**src/rtl/nfc_pkg.sv**
```systemverilog
package nfc_pkg;
  localparam int REG_W       = 16;
  localparam int FLASH_W     = 8;
  localparam int OFS_W       = 5;

  localparam int EN_BIT      = 15;
  localparam int CE_BIT      = 11;
  localparam int SETUP_LSB   = 8;
  localparam int SETUP_W     = 2;
  localparam int PULSE_LSB   = 4;
  localparam int PULSE_W     = 3;
  localparam int HOLD_LSB    = 0;
  localparam int HOLD_W      = 3;

  localparam logic [REG_W-1:0] SETUP_MASK = REG_W'(((1 << SETUP_W) - 1) << SETUP_LSB);
  localparam logic [REG_W-1:0] PULSE_MASK = REG_W'(((1 << PULSE_W) - 1) << PULSE_LSB);
  localparam logic [REG_W-1:0] HOLD_MASK  = REG_W'(((1 << HOLD_W) - 1) << HOLD_LSB);
  localparam logic [REG_W-1:0] CFG_WMASK  = REG_W'((1 << EN_BIT) | (1 << CE_BIT))
                                            | SETUP_MASK | PULSE_MASK | HOLD_MASK;
  localparam logic [REG_W-1:0] CFG_RESET  = REG_W'(1 << CE_BIT)
                                            | SETUP_MASK | PULSE_MASK | HOLD_MASK;

  // register slot = byte offset / 4
  localparam logic [OFS_W-3:0] SLOT_CFG  = 3'd0;
  localparam logic [OFS_W-3:0] SLOT_CMD  = 3'd1;
  localparam logic [OFS_W-3:0] SLOT_ADDR = 3'd2;
  localparam logic [OFS_W-3:0] SLOT_DATA = 3'd3;
  localparam logic [OFS_W-3:0] SLOT_STAT = 3'd4;

  typedef enum logic [1:0] {OP_CMD, OP_ADDR, OP_WR, OP_RD} op_e;
  typedef enum logic [1:0] {PH_IDLE, PH_SETUP, PH_LOW, PH_HOLD} phase_e;
endpackage

```
**src/rtl/nfc_sync2.sv**
```systemverilog
module nfc_sync2 #(
  parameter int STAGES = 2
) (
  input  logic clk,
  input  logic rst_n,
  input  logic d,
  output logic q
);
  logic [STAGES-1:0] chain_q;

  always_ff @(posedge clk or negedge rst_n) begin
    if (!rst_n) chain_q <= '0;
    else        chain_q <= {chain_q[STAGES-2:0], d};
  end

  assign q = chain_q[STAGES-1];
endmodule

```
**src/rtl/nfc_phase_seq.sv**
```systemverilog
module nfc_phase_seq
  import nfc_pkg::*;
#(
  parameter int S_W  = SETUP_W,
  parameter int P_W  = PULSE_W,
  parameter int H_W  = HOLD_W,
  parameter int IO_W = FLASH_W
) (
  input  logic            clk,
  input  logic            rst_n,
  input  logic            start,
  input  op_e             op,
  input  logic [IO_W-1:0] wbyte,
  input  logic [S_W-1:0]  setup_len,
  input  logic [P_W-1:0]  pulse_len,
  input  logic [H_W-1:0]  hold_len,
  output logic            busy,
  output logic            done,
  output logic [IO_W-1:0] rbyte,
  output logic            cle,
  output logic            ale,
  output logic            we_n,
  output logic            re_n,
  output logic [IO_W-1:0] io_out,
  output logic            io_oe,
  input  logic [IO_W-1:0] io_in
);
  localparam int SP_W  = (S_W > P_W) ? S_W : P_W;
  localparam int CNT_W = (SP_W > H_W) ? SP_W : H_W;

  phase_e            phase_q;
  op_e               op_q;
  logic [CNT_W-1:0]  cnt_q;
  logic [IO_W-1:0]   byte_q;
  logic              last;

  assign last = (cnt_q == '0);

  always_ff @(posedge clk or negedge rst_n) begin
    if (!rst_n) begin
      phase_q <= PH_IDLE;
      op_q    <= OP_CMD;
      cnt_q   <= '0;
      byte_q  <= '0;
      rbyte   <= '0;
    end else begin
      unique case (phase_q)
        PH_IDLE: if (start) begin
          phase_q <= PH_SETUP;
          cnt_q   <= CNT_W'(setup_len);
          op_q    <= op;
          byte_q  <= wbyte;
        end
        PH_SETUP: if (last) begin
          phase_q <= PH_LOW;
          cnt_q   <= CNT_W'(pulse_len);
        end else cnt_q <= cnt_q - 1'b1;
        PH_LOW: if (last) begin
          phase_q <= PH_HOLD;
          cnt_q   <= CNT_W'(hold_len);
          if (op_q == OP_RD) rbyte <= io_in;   // nRE rising edge
        end else cnt_q <= cnt_q - 1'b1;
        PH_HOLD: if (last) phase_q <= PH_IDLE;
                 else      cnt_q   <= cnt_q - 1'b1;
        default: phase_q <= PH_IDLE;
      endcase
    end
  end

  assign busy   = (phase_q != PH_IDLE);
  assign done   = (phase_q == PH_HOLD) && last;
  assign cle    = busy && (op_q == OP_CMD);
  assign ale    = busy && (op_q == OP_ADDR);
  assign we_n   = !((phase_q == PH_LOW) && (op_q != OP_RD));
  assign re_n   = !((phase_q == PH_LOW) && (op_q == OP_RD));
  assign io_oe  = busy && (op_q != OP_RD);
  assign io_out = byte_q;

  a_r7_strobes_exclusive: assert property (@(posedge clk) disable iff (!rst_n)
    !(!we_n && !re_n));
  a_r4_latches_exclusive: assert property (@(posedge clk) disable iff (!rst_n)
    !(cle && ale));
  a_r6_byte_held_in_cycle: assert property (@(posedge clk) disable iff (!rst_n)
    (busy && $past(busy)) |-> $stable(io_out));
  a_r3_low_after_setup: assert property (@(posedge clk) disable iff (!rst_n)
    ($fell(we_n) || $fell(re_n)) |-> ($past(phase_q) == PH_SETUP));
endmodule

```
**src/rtl/nand_bus_seq.sv**
```systemverilog
module nand_bus_seq
  import nfc_pkg::*;
#(
  parameter int RW  = REG_W,
  parameter int AW  = OFS_W,
  parameter int FW  = FLASH_W,
  parameter int SYN = 2
) (
  input  logic          clk,
  input  logic          rst_n,
  input  logic          req_valid,
  output logic          req_ready,
  input  logic          req_write,
  input  logic [AW-1:0] req_addr,
  input  logic [RW-1:0] req_wdata,
  output logic          rsp_valid,
  output logic [RW-1:0] rsp_data,
  output logic          nand_cle,
  output logic          nand_ale,
  output logic          nand_ce_n,
  output logic          nand_we_n,
  output logic          nand_re_n,
  output logic [FW-1:0] nand_io_out,
  output logic          nand_io_oe,
  input  logic [FW-1:0] nand_io_in,
  input  logic          nand_rb
);
  logic [RW-1:0]   cfg_q;
  logic            pend_q;
  logic            rb_sync;
  logic            seq_busy, seq_done, start;
  logic [FW-1:0]   seq_rbyte;
  logic [AW-3:0]   slot;
  logic            aligned, fire, is_bus, cfg_en;
  op_e             op;
  logic [RW-1:0]   rd_mux;

  assign slot      = req_addr[AW-1:2];
  assign aligned   = (req_addr[1:0] == 2'b00);
  assign req_ready = !seq_busy;
  assign fire      = req_valid && req_ready;
  assign cfg_en    = cfg_q[EN_BIT];

  always_comb begin
    is_bus = 1'b0;
    op     = OP_CMD;
    if (aligned) begin
      unique case (slot)
        SLOT_CMD:  begin is_bus = req_write; op = OP_CMD;  end
        SLOT_ADDR: begin is_bus = req_write; op = OP_ADDR; end
        SLOT_DATA: begin is_bus = 1'b1; op = req_write ? OP_WR : OP_RD; end
        default:   is_bus = 1'b0;
      endcase
    end
  end

  assign start = fire && is_bus && cfg_en;

  always_comb begin
    rd_mux = '0;
    if (aligned) begin
      if (slot == SLOT_CFG)  rd_mux = cfg_q;
      if (slot == SLOT_STAT) rd_mux = RW'(rb_sync);
    end
  end

  always_ff @(posedge clk or negedge rst_n) begin
    if (!rst_n) begin
      cfg_q     <= CFG_RESET;
      pend_q    <= 1'b0;
      rsp_valid <= 1'b0;
      rsp_data  <= '0;
    end else begin
      rsp_valid <= 1'b0;
      if (fire && req_write && aligned && slot == SLOT_CFG)
        cfg_q <= req_wdata & CFG_WMASK;
      if (fire && !req_write) begin
        if (start) pend_q <= 1'b1;
        else begin
          rsp_valid <= 1'b1;
          rsp_data  <= rd_mux;
        end
      end
      if (pend_q && seq_done) begin
        pend_q    <= 1'b0;
        rsp_valid <= 1'b1;
        rsp_data  <= RW'(seq_rbyte);
      end
    end
  end

  assign nand_ce_n = cfg_q[CE_BIT];

  nfc_sync2 #(.STAGES(SYN)) u_rb_sync (
    .clk(clk), .rst_n(rst_n), .d(nand_rb), .q(rb_sync)
  );

  nfc_phase_seq #(.S_W(SETUP_W), .P_W(PULSE_W), .H_W(HOLD_W), .IO_W(FW)) u_seq (
    .clk(clk), .rst_n(rst_n), .start(start), .op(op),
    .wbyte(req_wdata[FW-1:0]),
    .setup_len(cfg_q[SETUP_LSB +: SETUP_W]),
    .pulse_len(cfg_q[PULSE_LSB +: PULSE_W]),
    .hold_len(cfg_q[HOLD_LSB +: HOLD_W]),
    .busy(seq_busy), .done(seq_done), .rbyte(seq_rbyte),
    .cle(nand_cle), .ale(nand_ale), .we_n(nand_we_n), .re_n(nand_re_n),
    .io_out(nand_io_out), .io_oe(nand_io_oe), .io_in(nand_io_in)
  );

  a_r7_port_stalls_while_active: assert property (@(posedge clk) disable iff (!rst_n)
    (!nand_we_n || !nand_re_n || nand_cle || nand_ale) |-> !req_ready);
  a_r2_idle_pins_when_disabled: assert property (@(posedge clk) disable iff (!rst_n)
    !cfg_en |-> (nand_we_n && nand_re_n && !nand_cle && !nand_ale));
  a_r8_read_answered_after_cycle: assert property (@(posedge clk) disable iff (!rst_n)
    (pend_q && seq_done) |=> rsp_valid);
  a_r5_read_rsp_upper_zero: assert property (@(posedge clk) disable iff (!rst_n)
    (pend_q && seq_done) |=> (rsp_data[RW-1:FW] == '0));
endmodule

```
**config.mk**
```make
export PLATFORM = sky130hd
export DESIGN_NAME = nand_bus_seq
export DESIGN_NICKNAME = d
export VERILOG_FILES = /design/src/rtl/nfc_pkg.sv /design/src/rtl/nfc_sync2.sv /design/src/rtl/nfc_phase_seq.sv /design/src/rtl/nand_bus_seq.sv
export SDC_FILE = /design/constraint.sdc
export NUM_CORES = 1
export LEC_CHECK = 0
export ABC_AREA = 1
export BUFFER_PORTS_ARGS = -buffer_cell sky130_fd_sc_hd__buf_2
export CORE_MARGIN = 8
export CORE_UTILIZATION = 45
export CTS_CLUSTER_DIAMETER = 50
export DETAILED_ROUTE_END_ITERATION = 8
export PLACE_DENSITY_LB_ADDON = 0.25
export SLEW_MARGIN = 25
export SYNTH_ARGS = -nofsm -noshare
export SYNTH_HDL_FRONTEND = slang
export SYNTH_HIERARCHICAL = 1
export SYNTH_SLANG_ARGS = --single-unit
```
**constraint.sdc**
```tcl
create_clock -name clk -period 3.3 [get_ports clk]
set_input_delay 0.66 -clock clk [delete_from_list [all_inputs] [get_ports clk]]
set_output_delay 0.66 -clock clk [all_outputs]
set_load 0.01 [all_outputs]
```
# Word level (Yosys, flattened, before mapping)
# Index checks and enable logic that the tools add are counted.
# word_totals
regBits	53
latchBits	0
ram_bits	0
romBits	0
n_memories	0
# op_classes
n_addsub	1
mul	0
div	0
n_lt_le_gt_ge	0
eq_ne	16
shift	0
muxes	27
n_bitwise	0
n_reduce_logical	33
# ops
operator	n
$mux 16	6
$logic_and 1x1->1	14
$mux 3	4
$pmux 3 s4	1
$mux 2	5
$mux 1	8
$ne 2x1->1 const B	4
$pmux 2 s4	1
$reduce_and 2->1	4
$eq 2x2->1 const B	3
$eq 3x2->1 const B	2
$logic_not 2->1	3
$logic_not 3->1	2
$ne 2x2->1 const B	3
$reduce_bool 2->1	3
$eq 2x1->1 const B	2
$logic_not 1->1	4
$pmux 2 s2	1
$reduce_and 4->1	1
$eq 3x1->1 const B	1
$eq 3x3->1 const B	1
$reduce_and 3->1	1
$sub 3x1->3 const B	1
$pmux 1 s2	1
$reduce_or 2->1	1

# Depth between registers and ports, before layout
# Gate-level depths: netlist of the first run.
# logic_depth
ltp_word	9
mapped_depth	14

# Modules after synthesis
# The synthesis of the first run kept the hierarchy.
# by_module_without_submodules
mod	instances	cells_per_inst	area_per_inst_um2	seq_area_each_um2
nand_bus_seq	1	168	1363.8	611.8
nfc_phase_seq	1	137	1204.9	575.6
nfc_sync2	1	2	50.0	50.0

# Worst setup path after synthesis of the first run
# OpenSTA, ideal clock, no wires.
# synth_timing
kind	reg2reg
from	register u_seq.phase_q[0]
to	register u_seq.byte_q[0], in the netlist u_seq/io_out[0]
setup_time_ns	0.125
t_arrival_ns	1.721
required_time_ns	3.175
path_slack_ns	1.454
stages_incl_launch_ff	11
path_buffers	0
period_less_slack_ns	1.846
path_cell_list	dfrtp_1 inv_1 ha_1 inv_1 inv_2 nand2_1 nor2_4 nand2_4 inv_1 nand2_2 mux2_2
# synth_between
elab_chain_cells	6
word_cells_on_any_way	7
classes_between	reduce/logical: 7
# synth_lines
element	line_no	rtl
start: declaration	nfc_phase_seq.sv:31	phase_e phase_q;
start signal: assignment	nfc_phase_seq.sv:41	phase_q <= PH_IDLE;
start signal: assignment	nfc_phase_seq.sv:49	phase_q <= PH_SETUP;
start signal: assignment	nfc_phase_seq.sv:55	phase_q <= PH_LOW;
$reduce_bool 2->1	nfc_phase_seq.sv:70	assign busy = (phase_q != PH_IDLE);
named net seq_busy	nand_bus_seq.sv:31	logic seq_busy, seq_done, start;
$logic_not 1->1	nand_bus_seq.sv:40	assign req_ready = !seq_busy;
named net req_ready	nand_bus_seq.sv:12	output logic req_ready,
$logic_and 1x1->1	nand_bus_seq.sv:41	assign fire = req_valid && req_ready;
$logic_and 1x1->1 (2 in series)	nand_bus_seq.sv:57	assign start = fire && is_bus && cfg_en;
named net start	nand_bus_seq.sv:31	
$reduce_and 2->1 (no source line)	--	
end signal: assignment	nfc_phase_seq.sv:52	byte_q <= wbyte;
end: declaration	nfc_phase_seq.sv:34	logic [IO_W-1:0] byte_q;
# The timed path passes the listed nets, and every way through them passes these cells.
# A chain may end at the register's enable or synchronous reset.

# Worst setup path after layout of the first run
# layout_timing
from	register u_seq.phase_q[0]
to	output nand_re_n
# layout_between
elab_chain_cells	3
# layout_lines
element	line_no	rtl
$eq 2x2->1	nfc_phase_seq.sv:75	assign re_n = !((phase_q == PH_LOW) && (op_q == OP_RD));
$logic_and 1x1->1	nfc_phase_seq.sv:75	
$logic_not 1->1	nfc_phase_seq.sv:75	
end: declaration	nand_bus_seq.sv:22	output logic nand_re_n,
# No other way between the ends.

==> flow_summary.json, run 1 <==
{
  "status": "completed",
  "hold_viol": 0,
  "timing.final.crit_share_pct": 67.2,
  "antenna_found_initial": 0,
  "worstPathMaxFanout": 10,
  "pwr-share-seq_pct": 41.5,
  "fmax_mhz": 451,
  "cp-start-kind": "flip-flop",
  "grtUsageTotal_pct": 13.1,
  "p_leak_nw": 1.63,
  "design_area_um2": 3030,
  "synth_top_cell_area_share_pct": 38.2,
  "fp.dieW_um": 92.3,
  "cts_resized": 0,
  "top_level_ports": 66,
  "wl_mm": 5.36,
  "fp-row-count": 27,
  "ys_ff_latch": 49,
  "worst-endpoint-required_ns": 2.64,
  "avgRoutedWirePerCell_um": 12.3,
  "grt_pass1_vias": 2166,
  "setup_tns_ns": 0,
  "nets": 405,
  "ys_warn_count": 6,
  "initial_core_util_pct": 47.0,
  "synth_area_leaders": "dfrtp_1 (38%), nand2_1 (14%), dfstp_2 (9.0%)",
  "yosys.area.top_type": "dfrtp_1",
  "netlist_instances": 307,
  "seq_area_um2": 1240,
  "switchingPower_w": 0.000697,
  "cts_tree": "yes",
  "synth-edff-count": 0,
  "combPwrFrac_pct": 36.5,
  "finalSetupViolations": 0,
  "post-route-min-period_ns": 2.22,
  "dr.pass1.iters": 6,
  "grt_max_degree": 50,
  "place_hpwl_mm": 4.25,
  "synth_common_cells": "nand2_1 (100), dfrtp_1 (40), inv_1 (35)",
  "fillCellCount": 545,
  "via_count": 2047,
  "syn-cell-area_um2": 2620,
  "grt_pass1_wl_mm": 9.36,
  "critPathCaptureType": "primary output",
  "irDropWorstVdd_mv": 0.320,
  "p_int_w": 0.00119,
  "power_switching_share_pct": 37.0,
  "cts-hold-fix-buffers": 0,
  "clk_path_buf_depth": 2,
  "area_growth_pct": 15.5,
  "placed_area_um2": 2920,
  "maxCapViolations": 0,
  "num_antenna_cells": 0,
  "htreeDepth": 2,
  "timing.hold.ws_ns": 0.363,
  "rsz0062_at_grt": "no",
  "clk_pin_slew_worst_paths_ns": 0.09,
  "powerDensity_nw_per_um2": 623,
  "synth-main-ff-cell": "dfrtp_1",
  "ant_nets": 0,
  "insertion_delay_ns": 0.29,
  "drc": 0,
  "relSlewSlack_pct": 50.8,
  "gp_congestion": 0.866,
  "coreArea_um2": 5570,
  "overflow": 0,
  "syn_avg_cell_area_um2": 8.53,
  "crit_arrival_ns": 1.56,
  "cts_setup_buffers": 0,
  "final_max_slew_viol_count": 0,
  "seq_area_frac_synth_pct": 47.3,
  "multi_input_area_um2": 1150,
  "critical_path_class": "reg2out",
  "die_h_um": 92.3,
  "drive_above_1_share_pct": 31.8,
  "synthArstFlopShare_pct": 100,
  "synth_cell_types": 29,
  "tightest_slew_ns": 0.736,
  "synth.most_common_cell": "nand2_1",
  "fin_skew_ns": 0.0128,
  "min_path_type": "in2async",
  "drtIter0Drc": 63,
  "via_per_inst": 4.68,
  "port_buffers": 57,
  "die_area_um2": 8520,
  "root_buffer": "clkbuf_8",
  "cts.sinks": 49,
  "numCtsBuffers": 5,
  "clockPowerShare_pct": 22.1
}
kinds of logic (layout without fill, tap and decap cells):
kind of cell | Yosys count | count (layout) | synth area share, %
AOI/OAI and AO/OA | 26 | 26 | 5.26
xor gates and xnor gates | 1 | 1 | 0.335
adders and majority gates | 7 | 7 | 3.34
buffers and inverters | 51 | 106 | 9.32
DFF | 49 | 49 | 47.3
muxes | 10 | 10 | 4.30
other | 1 | 4 | 0.143
and+or+nand+nor | 162 | 162 | 30.1
area by class of cell:
class | instances | area share (%)
clock buffers | 6 | 2.40
clock inverters | 2 | 1.16
inverters | 41 | 5.09
multi-input cells | 210 | 38.0
flip-flops and latches | 49 | 40.9
well taps | 72 | 2.98
repair buffers | 57 | 9.51
state kept, by name (all words and copies together) (netlist names), 2 cells and up:
register and flops:
cfg_q 10, rsp_data 12, u_rb_sync/chain_q 2, u_seq/cnt_q 3, u_seq/io_out 8, u_seq/op_q 2
u_seq/phase_q 2, u_seq/rbyte 8
path summary, 6_finish.rpt:
check,from,endpoint,slack (ns),cells after the start
worst max-delay path,u_seq/phase_q[0],nand_re_n,1.08,4
worst min-delay path,rst_n,rsp_data[15],0.36,1
worst max register to register,u_seq/phase_q[0],u_seq/io_out[6],1.22,10
worst min register to register,u_rb_sync/chain_q[0],u_rb_sync/chain_q[1],0.36,0
max in group asynchronous,rst_n,u_seq/io_out[6],2.51,1
min in group clk,u_rb_sync/chain_q[0],u_rb_sync/chain_q[1],0.36,0
routing by layer:
metal,up-vias,share of wire (%),GRT usage (%),routed length (um)
met5,-,0,0,0
met4,0,0.52,2.82,28
met3,4,7.3,4.56,393
met2,42,49,22.3,2620
met1,939,43,15.5,2320
li1,1062,-,-,-
layout by cell type, fill, tap and decap left out, drive strengths merged:
| cell | count |
|---|---|
| nor3 | 2 |
| xor2 | 1 |
| nand2 | 109 |
| dfrtp | 40 |
| ha | 7 |
| clkbuf | 6 |
| dfstp | 9 |
| nor3b | 1 |
| nand3 | 28 |
| o21ai | 23 |
| inv | 40 |
| nor2 | 21 |
| conb | 4 |
| nand4 | 1 |
| buf | 57 |
| clkinv | 2 |
| mux2 | 10 |
| bufinv | 1 |
| a21oi | 3 |
power groups by stage:
stage | clock, W | combinational [W] | sequential [W]
3_3_place_gp | 0 | 0.000684 | 0.000791
4_1_cts | 0.000427 | 0.000700 | 0.000782
5_1_grt | 0.000454 | 0.000798 | 0.000792
6_report | 0.000416 | 0.000688 | 0.000782
2_1_floorplan | 0 | 0.000507 | 0.000801
3_5_place_dp | 0 | 0.000698 | 0.000793
per-stage QoR:
| stage | power (W) | setup WS [ns] | cells | utilization, % |
|---|---|---|---|---|
| CTS | 0.00191 | 1.08 | 437 | 54.3 |
| global placement | 0.00147 | 1.20 | 429 | 52.3 |
| detailed placement | 0.00149 | 1.17 | 429 | 52.3 |
| finish | 0.00189 | 1.08 | 437 | 54.3 |
| global route | 0.00204 | 0.989 | 437 | 54.3 |
| floorplan | 0.00131 | 1.45 | 310 | - |
critical path, stage by stage (launching register included):
cell	delay, ns
dfrtp_1	0.43
inv_1	0.12
ha_1	0.33
nand2_2	0.20
buf_2	0.19
Note: power is estimated with default switching activity, not from simulation.
==> run 2: changes to the inputs <==
--- a/config.mk
+++ b/config.mk
@@ -5,7 +5,7 @@
 export SDC_FILE = /design/constraint.sdc
 export NUM_CORES = 1
 export LEC_CHECK = 0
-export ABC_AREA = 1
+export ABC_AREA = 0
 export BUFFER_PORTS_ARGS = -buffer_cell sky130_fd_sc_hd__buf_2
 export CORE_MARGIN = 8
 export CORE_UTILIZATION = 45
==> constraint.sdc (replaced) <==
create_clock -name clk -period 1.9 [get_ports clk]
set_input_delay 0.38 -clock clk [delete_from_list [all_inputs] [get_ports clk]]
set_output_delay 0.38 -clock clk [all_outputs]
set_load 0.01 [all_outputs]
==> run 2 against run 1 <==
Routed wire length fell by 4.1%. Clock power grew 90%. First-iteration DRC count shrank 60%. Register-to-register slack got worse by 1.2 ns. Hold slack got worse by 0.34 ns. Non-clock buffer count increased by 25.
==> flow_summary.json, run 2 <==
{
  "post-route-min-period_ns": 1.87,
  "top_level_ports": 66,
  "design_area_um2": 3120,
  "drc": 0,
  "synth-main-ff-cell": "dfrtp_1",
  "worstPathMaxFanout": 7,
  "avgRoutedWirePerCell_um": 15.2,
  "die_area_um2": 7820,
  "nets": 309,
  "crit_chain": "inv_2 -> ha_4 -> nor2b_4 -> and2_4 -> and2_4 -> and3b_2 -> a22o_1 -> mux2_4",
  "layout_commonest_cell": "buf_2",
  "ff2ff_setup_slack_ns": 0.03,
  "reg_top3": "rsp_data x12, cfg_q x10",
  "cp.buffers_inverters": 1,
  "die_h_um": 88.4,
  "syn-cell-area_um2": 2360,
  "seq_area_frac_synth_pct": 52.4,
  "rsz0062_at_grt": "yes",
  "rr_worst_depth": 8,
  "cts_tree": "yes",
  "netlist_instances": 183,
  "grtUsageTotal_pct": 14.1,
  "r2r_end": "rsp_data[2]",
  "syn_avg_cell_area_um2": 12.9,
  "hold_viol": 0,
  "via_count": 1670,
  "gp_congestion": 0.829,
  "fp.dieW_um": 88.4,
  "worst-endpoint-required_ns": 2.09,
  "grt_pass1_vias": 1745,
  "wl_met1_mm": 2.40,
  "dr.pass1.iters": 4,
  "htreeDepth": 2,
  "initial_core_util_pct": 46.5,
  "root_buffer": "clkbuf_8",
  "clk_path_buf_depth": 2,
  "ys_warn_count": 6,
  "timing.hold.ws_ns": 0.0244,
  "place_worst_setup_slack_ns": -0.0227,
  "synth.most_common_cell": "dfrtp_1",
  "reg2reg_from": "u_seq/cnt_q[0]",
  "via_per_inst": 4.93,
  "synth_top_cell_area_share_pct": 42.4,
  "cts-hold-fix-buffers": 0,
  "wl_mm": 5.14,
  "fin_cells": 339,
  "top_register": "rsp_data",
  "synth-edff-count": 0,
  "maxCapViolations": 0,
  "fmax_mhz": 536,
  "port_buffers": 57,
  "ys_ff_latch": 49,
  "finalSetupViolations": 0,
  "placed_area_um2": 2910,
  "irDropWorstVdd_mv": 0.856,
  "synth_cell_types": 43,
  "drive_above_1_share_pct": 60.2,
  "critical_path_class": "reg2reg",
  "min_path_type": "in2async",
  "synth_common_cells": "dfrtp_1 (40), mux2_2 (31), inv_1 (13), nand2_1 (13), dfstp_2 (9)",
  "fin_skew_ns": 0.00992,
  "grt_max_degree": 30,
  "wl_met2_mm": 2.30,
  "critPathCaptureType": "flip-flop",
  "crit_path_max_incr_delay_ns": 0.40,
  "largest_reg_flops": 12,
  "synthArstFlopShare_pct": 100,
  "synth_area_leaders": "dfrtp_1 (42%), mux2_2 (15%), dfstp_2 (10%)",
  "clk_pin_slew_worst_paths_ns": 0.09,
  "setup_tns_ns": 0,
  "cpMaxStageDelayCell": "dfrtp_1",
  "place_hpwl_mm": 3.97,
  "ant_nets": 0,
  "top_layer": "met4",
  "cp-start-kind": "flip-flop",
  "insertion_delay_ns": 0.30,
  "num_antenna_cells": 0,
  "p_leak_nw": 1.60,
  "final_max_slew_viol_count": 0,
  "timing.final.crit_share_pct": 98.2,
  "cts.sinks": 49,
  "overflow": 0,
  "layout_common_cells": "buf_2 (57), dfrtp_1 (40), mux2_2 (29), buf_4 (22), nand2_1 (13)",
  "area_growth_pct": 32.1,
  "crit_arrival_ns": 2.06,
  "coreArea_um2": 5070,
  "powerDensity_nw_per_um2": 1110,
  "critPathTopFamily": "simple AND/OR/NAND/NOR gates",
  "wl_met3_um": 379,
  "fp-row-count": 26,
  "numCtsBuffers": 5,
  "grt_pass1_wl_mm": 8.51,
  "yosys.area.top_type": "dfrtp_1",
  "worst_slack_ns": 0.0341,
  "crit_top_cell": "and2_4",
  "drtIter0Drc": 25,
  "dp_cells": 328,
  "status": "completed",
  "antenna_found_initial": 0
}
## run 2: changes by cell type after synthesis, sizes merged, moves of 6 or more
cell | before | now
nor2 | 21 | 4
nor2b | 0 | 6
inv | 40 | 13
nand2 | 109 | 13
nand3 | 28 | 1
mux2 | 10 | 35
mux2i | 0 | 6
a22o | 0 | 8
o21ai | 23 | 3
## run 2: how the worst max path moves through the flow
stage / from / depth (start not counted) / end / slack (ns)
finish: u_seq/cnt_q[0] / 8 / rsp_data[2] / 0.03
global route: u_seq/cnt_q[1] / 8 / rsp_data[2] / -0.03
CTS: u_seq/phase_q[1] / 9 / u_seq/cnt_q[0] / 0.01
detailed placement: u_seq/phase_q[1] / 7 / cfg_q[15] / -0.02
global placement: req_write / 7 / u_seq/phase_q[1] / 0.01
floorplan: u_seq/cnt_q[1] / 9 / rsp_data[4] / -0.02
## run 2: kinds of logic after synthesis
family                     share of synthesized area (%)
AOI/OAI and AO/OA                                   8.59
xor gates and xnor gates                           0.371
adders and majority gates                           4.13
buffers and inverters                               4.24
DFF                                                 52.4
muxes                                               19.9
other                                              0.159
and+or+nand+nor                                     10.2
## run 2: per-layer routing
layer,track usage [%],up-vias
met5,0,-
met4,5.07,0
met3,4.74,7
met2,21.0,51
met1,18.4,800
li1,-,812
## run 2: final cells by class
type                            instances  area (um2)
Clock buffer                            6        82.6
Inverter                               13        48.8
Clock inverter                          2        41.3
Fill cell                             433        1960
Tap cell                               70        87.6
Sequential cell                        49        1240
Timing Repair Buffer                   82         510
Multi-Input combinational cell        117        1110
## run 2: timing repair
item,4_1_cts,5_1_grt
pin swaps,0,3
resized for setup,1,16
setup endpoints to repair,5,23
gates cloned,0,0
setup buffers,0,3
## run 2: stage by stage
step                util [%]  power, W
floorplan                  -   0.00205
global placement        57.4   0.00252
detailed placement      57.4   0.00256
CTS                     59.9   0.00337
global route            61.4   0.00368
finish                  61.4   0.00345
## run 2: report_power, final
group	total [W]	switching (W)	leakage [nW]	internal [W]
Clock	0.000791	0.000353	0.0633	0.000437
Combinational	0.00141	0.000686	0.898	0.000722
Sequential	0.00125	0.0000745	0.638	0.00118
Total	0.00345	0.00111	1.60	0.00233
